[src/rtl/burst_addr_gen.sv]
module burst_addr_gen #(
  parameter int AW = 16
) (
  input  logic          clk,
  input  logic          rst_n,
  input  logic [AW-1:0] addr_in,
  input  logic          start_cpu,
  input  logic          start_ctl,
  input  logic          adv,
  input  logic          ce,
  input  logic          order_lin,
  output logic [AW-1:0] addr_out,
  output logic          burst_act
);
  localparam int FW = 2;

  logic [AW-1:0] base_q;
  logic [FW-1:0] beat_q;
  logic          lin_q;
  logic          act_q;
  logic [FW-1:0] low;

  wire load = (start_cpu & ce) | start_ctl;
  wire step = adv & act_q & ~load;

  always_ff @(posedge clk or negedge rst_n) begin
    if (!rst_n) begin
      base_q <= '0;
      beat_q <= '0;
      lin_q  <= 1'b0;
      act_q  <= 1'b0;
    end else if (load) begin
      base_q <= addr_in;
      beat_q <= '0;
      lin_q  <= order_lin;
      act_q  <= 1'b1;
    end else if (step) begin
      beat_q <= beat_q + 1'b1;
      if (beat_q == '1) act_q <= 1'b0;
    end
  end

  assign low       = lin_q ? base_q[FW-1:0] + beat_q : base_q[FW-1:0] ^ beat_q;
  assign addr_out  = {base_q[AW-1:FW], low};
  assign burst_act = act_q;
endmodule

[config.mk]
export PLATFORM = sky130hd
export DESIGN_NAME = burst_addr_gen
export DESIGN_NICKNAME = d
export VERILOG_FILES = /design/src/rtl/burst_addr_gen.sv
export SDC_FILE = /design/constraint.sdc
export NUM_CORES = 1
export LEC_CHECK = 0
export BUFFER_PORTS_ARGS = -buffer_cell sky130_fd_sc_hd__buf_4
export CAP_MARGIN = 20
export CORE_UTILIZATION = 50
export DETAILED_ROUTE_END_ITERATION = 8
export PLACE_DENSITY = 0.9
export SLEW_MARGIN = 30
export SYNTH_ARGS = -nofsm -noshare
export SYNTH_HDL_FRONTEND = slang
export SYNTH_SLANG_ARGS = --single-unit
[constraint.sdc]
create_clock -name clk -period 1.5 [get_ports clk]
set_input_delay 0.15 -clock clk [delete_from_list [all_inputs] [get_ports clk]]
set_output_delay 0.15 -clock clk [all_outputs]
set_load 0.02 [all_outputs]
After elaboration in Yosys (flattened, before gate mapping)

Cells that the tools add are included.

Bits in registers: 20
Latch bits: 0
Memory bits (writable): 0
Bits in read-only memories: 0
Input bits: 23
Word-level logic and storage cells: 22
Memories kept: 0

Add/sub/neg operators: 2
$mul: 0
Divide/modulo/power cells: 0
Magnitude comparators: 0
Equality and inequality tests: 1
Shift-type cells: 0
Muxes and demuxes: 6
Bitwise logic cells: 6
Reduce and logical (&&, ||, !) cells: 3

Operator list:

| kind                                        | count |
|---|---|
| two-way mux 2 bit                           | 3 |
| nonzero test 2 bit                          | 2 |
| bitwise AND 1 bit                           | 3 |
| two-way mux 1 bit                           | 3 |
| adder 2 x 1 -> 2 bit, second input constant | 1 |
| adder 2 bit                                 | 1 |
| == test 2 bit, second input constant        | 1 |
| AND reduction 2 bit                         | 1 |
| XOR 2 bit                                   | 1 |
| NOT 1 bit                                   | 1 |
| OR 1 bit                                    | 1 |

Longest topological paths before layout

Word-level depth: 6
Mapped depth: 3

Worst setup path before layout

Ideal clock, no wire load.

Path kind: register to output
From: register beat_q[1]
To: output addr_out[1]
Data arrival time: 0.943 ns
Required time: 1.350 ns
Setup slack: 0.407 ns
Cell stages (with the launch flop): 3
Cells stage by stage: dfrtp_1 xor2_1 xnor2_1

Longest elaborated chain between the ends: 2
Elaborated cells on any way between the ends: 3
Classes of those cells: add/sub (1); mux (1); bitwise (1)

RTL lines:

| element                                         | line | source |
|---|---|---|
| start, declared                                 | 18   | `logic [FW-1:0] beat_q;` |
| start signal, assigned                          | 38   | `beat_q <= beat_q + 1'b1;` |
| adder 2 bit / XOR 2 bit (equally long branches) | 43   | `assign low = lin_q ? base_q[FW-1:0] + beat_q : base_q[FW-1:0] ^ beat_q;` |
| two-way mux 2 bit (*)                           | 43   |  |
| end, declared                                   | 12   | `output logic [AW-1:0] addr_out,` |

Every way passes the cells marked *; elsewhere a longest branch is shown, timed or not.

Final worst setup path

From: register beat_q[0]
To: output addr_out[1]

Longest elaborated chain between the ends: 2

RTL lines:

| element           | line |
|---|---|
| adder 2 bit       | 43 |
| two-way mux 2 bit | 43 |

No other way between the ends.

==> out/results.tsv <==
stage	metric	value	unit
logic_synthesis	synthesis.area	991	um2
critical_path	reg2reg_depth	4	
grt	grt_pass1_vias	597	
sta	finClkSkew	0.000258	ns
clock_network	cts_tree	yes	
route	routed_wl	1.55	mm
layout	area_growth	26.0	%
power_and_ir_drop	power_switching	323	uW
die	core	1780	um2
sta	hold_violations	0	
critical_path	critPathSlowestCell	dfrtp_1	
layout	layout.cells.non_filler	122	
route	ant_nets	0	
route	first_iter_violations	4	
logic_synthesis	seq_area_frac_synth	50.5	%
critical_path	rr_startpoint	beat_q[0]	
clock_network	cts_resized	0	
sta	worst_pin_slew	0.335	ns
clock_network	clk_pin_slew	0.11	ns
critical_path	cp.arrival	1.24	ns
clock_network	cts_made_buffers	3	
critical_path	crit_chain	ha_1, nand2_1, xnor2_1, buf_4	
layout	antenna_cells	0	
die	die_area	2160	um2
die	ioPinCount	40	
layout	drive_above_1_share	66.0	%
sta	drv_slew	0	
logic_synthesis	syn_nets	92	
power_and_ir_drop	vdd_ir_drop_max	0.572	mV
sta	max_freq	718	MHz
power_and_ir_drop	pwr-share-comb	25.5	%
clock_network	clock_sinks	20	
worst_hold_path	min_path_cells	2	
logic_synthesis	syn-instance-count	67	
clock_network	clock_path_buffers	2	
route	wire_per_inst	12.7	um
clock_network	htree_levels	1	
route	route.vias.total	577	
sta	finalSetupViolCount	0	
sta	fin_crit_sh	92.9	%
clock_network	clock-root-buffer	clkbuf_4	
sta	slew_headroom	77.6	%
grt	antenna_found_initial	0	
die	dieWidth	46.5	um
flow_run	drv_cap	0	
critical_path	cp_top_family	flip-flops	
route	avgViaCountPerCell	4.73	
place	io_buffers	39	
place	pre_cts_ws	0.381	ns
critical_path	path_class	reg2out	
power_and_ir_drop	leakage	0.651	nW
sta	min_period	1.39	ns
power_and_ir_drop	swShare	26.0	%
die	start_util	55.6	%
logic_synthesis	yosysWarnings	0	
power_and_ir_drop	p_clk_share	24.8	%
layout	finalNetCount	123	
critical_path	cp.buffers_inverters	1	
critical_path	cp.required	1.35	ns
critical_path	path_max_fanout	4	
grt	grt_pass1_wl	2.50	mm
critical_path	setup.worst_path.start	beat_q[0]	
logic_synthesis	ys_types	13	
layout	final_common_cell	buf_4	
die	rows	15	
power_and_ir_drop	pwr-share-seq	49.7	%
critical_path	crit_path_start_kind	register	
critical_path	cpPeakStageDelay	0.42	ns
sta	post-route-worst-setup-slack	0.107	ns
power_and_ir_drop	p_per_area	995	nW/um2
critical_path	end_kind	primary output	
grt	grt_use_total	16.9	%
critical_path	reg2reg_to	beat_q[1]	
power_and_ir_drop	p_int	919	uW
layout	fillers	138	
grt	grt_max_degree	21	
worst_hold_path	worst_hold_path_type	in2reg	
grt	overflow	0	
place	placed_cells	116	
critical_path	path_depth	4	
outcome	status	finished clean	
worst_hold_path	min-delay-start	addr_in[13]	
die	dieHeight	46.5	um
clock_network	clock_latency	0.30	ns
layout	layout_common_cells	41 x buf_4, 20 x dfrtp_1, 17 x mux2_4	
route	firstDrtPassIters	2	
place	hpwlAfterDp	1.12	mm
logic_synthesis	ys_ff_latch	20	
critical_path	crit_end	addr_out[1]	
logic_synthesis	syn_area_per_cell	14.8	um2
place	gp_congestion	0.717	
route	drc	0	
critical_path	ff2ff_setup_slack	0.40	ns
==> synth_stat cells <==
cell      number  area share [%]
xor2_1         1            0.88
xnor2_1        1            0.88
a21o_1         2             1.5
nand3b_1       1            0.76
buf_4         14              11
mux2_4        17              26
nand2_1        2            0.76
dfrtp_1       20              51
ha_1           2             2.5
nand3_1        1            0.50
a21bo_2        2             2.0
a21oi_1        2             1.0
buf_6          2             2.3
==> logic make-up (layout without fill, tap and decap cells) <==
logic type,after synthesis,count (layout),synth area share (%)
xor gates and xnor gates,2,2,1.77
DFF,20,20,50.5
AOI/OAI and AO/OA,6,6,4.55
adders and majority gates,2,2,2.52
and+or+nand+nor,4,4,2.02
buffers and inverters,16,46,12.9
muxes,17,17,25.8
==> worst min path at each step <==
stage | endpoint | slack [ns]
after CTS | base_q[6] | 0.06
after floorplan | base_q[0] | -0.15
after global routing | base_q[15] | 0.05
after detailed placement | base_q[1] | 0.04
final | base_q[13] | 0.07
after global placement | base_q[1] | 0.04
==> worst reg2reg max path, cell delays in order, from the launching register on <==
cell and delay, ns:
dfrtp_1 0.42, buf_4 0.14, ha_1 0.29, nand3_1 0.08
a21oi_1 0.06
==> repair_timing <==
action                                  in CTS  in global routing
endpoints found under the hold margin       20                  0
endpoints found under the setup margin       0                  1
hold buffers                                 1                  0
buffers inserted                             0                  1
==> state kept, by name (all words and copies together) (netlist names) <==
name and cells:
base_q 16, beat_q 2, burst_act 1, lin_q 1
==> power by group through the flow <==
stage	clock, mW	sequential [mW]	combinational [mW]
after floorplan	0	0.620	0.239
after global placement	0	0.628	0.307
after detailed placement	0	0.628	0.316
after CTS	0.318	0.619	0.318
after global routing	0.345	0.625	0.337
final	0.308	0.618	0.317
==> layer usage <==
metal	vias to the layer above	track usage (%)	part of all wire, %
li1	273	-	-
met5	-	0	0
met3	4	3.53	6.6
met2	30	27.2	49
met1	270	21.1	43
met4	0	8.82	1.4
==> layout make-up <==
| class | count | area [um2] | share of cell area, % |
|---|---|---|---|
| sequential | 20 | 500 | 40.1 |
| tap | 25 | 31.3 | 2.51 |
| timing repair buffer | 42 | 318 | 25.5 |
| clock buffer | 4 | 36.3 | 2.91 |
| multi-input combinational | 31 | 363 | 29.1 |
==> stage by stage <==
stage               TNS [ns]  instance area (um2)  hold WS, ns  total power [mW]  utilization [%]
detailed placement         0                 1190       0.0385             0.944             67.0
finish                     0                 1250       0.0733              1.24             70.0
floorplan                  0                  991       -0.146             0.858                -
global placement           0                 1190       0.0351             0.935             67.0
CTS                        0                 1240       0.0649              1.26             69.6
global route        -0.00190                 1250       0.0535              1.31             70.0
Note: power is estimated with default switching activity, not from simulation.
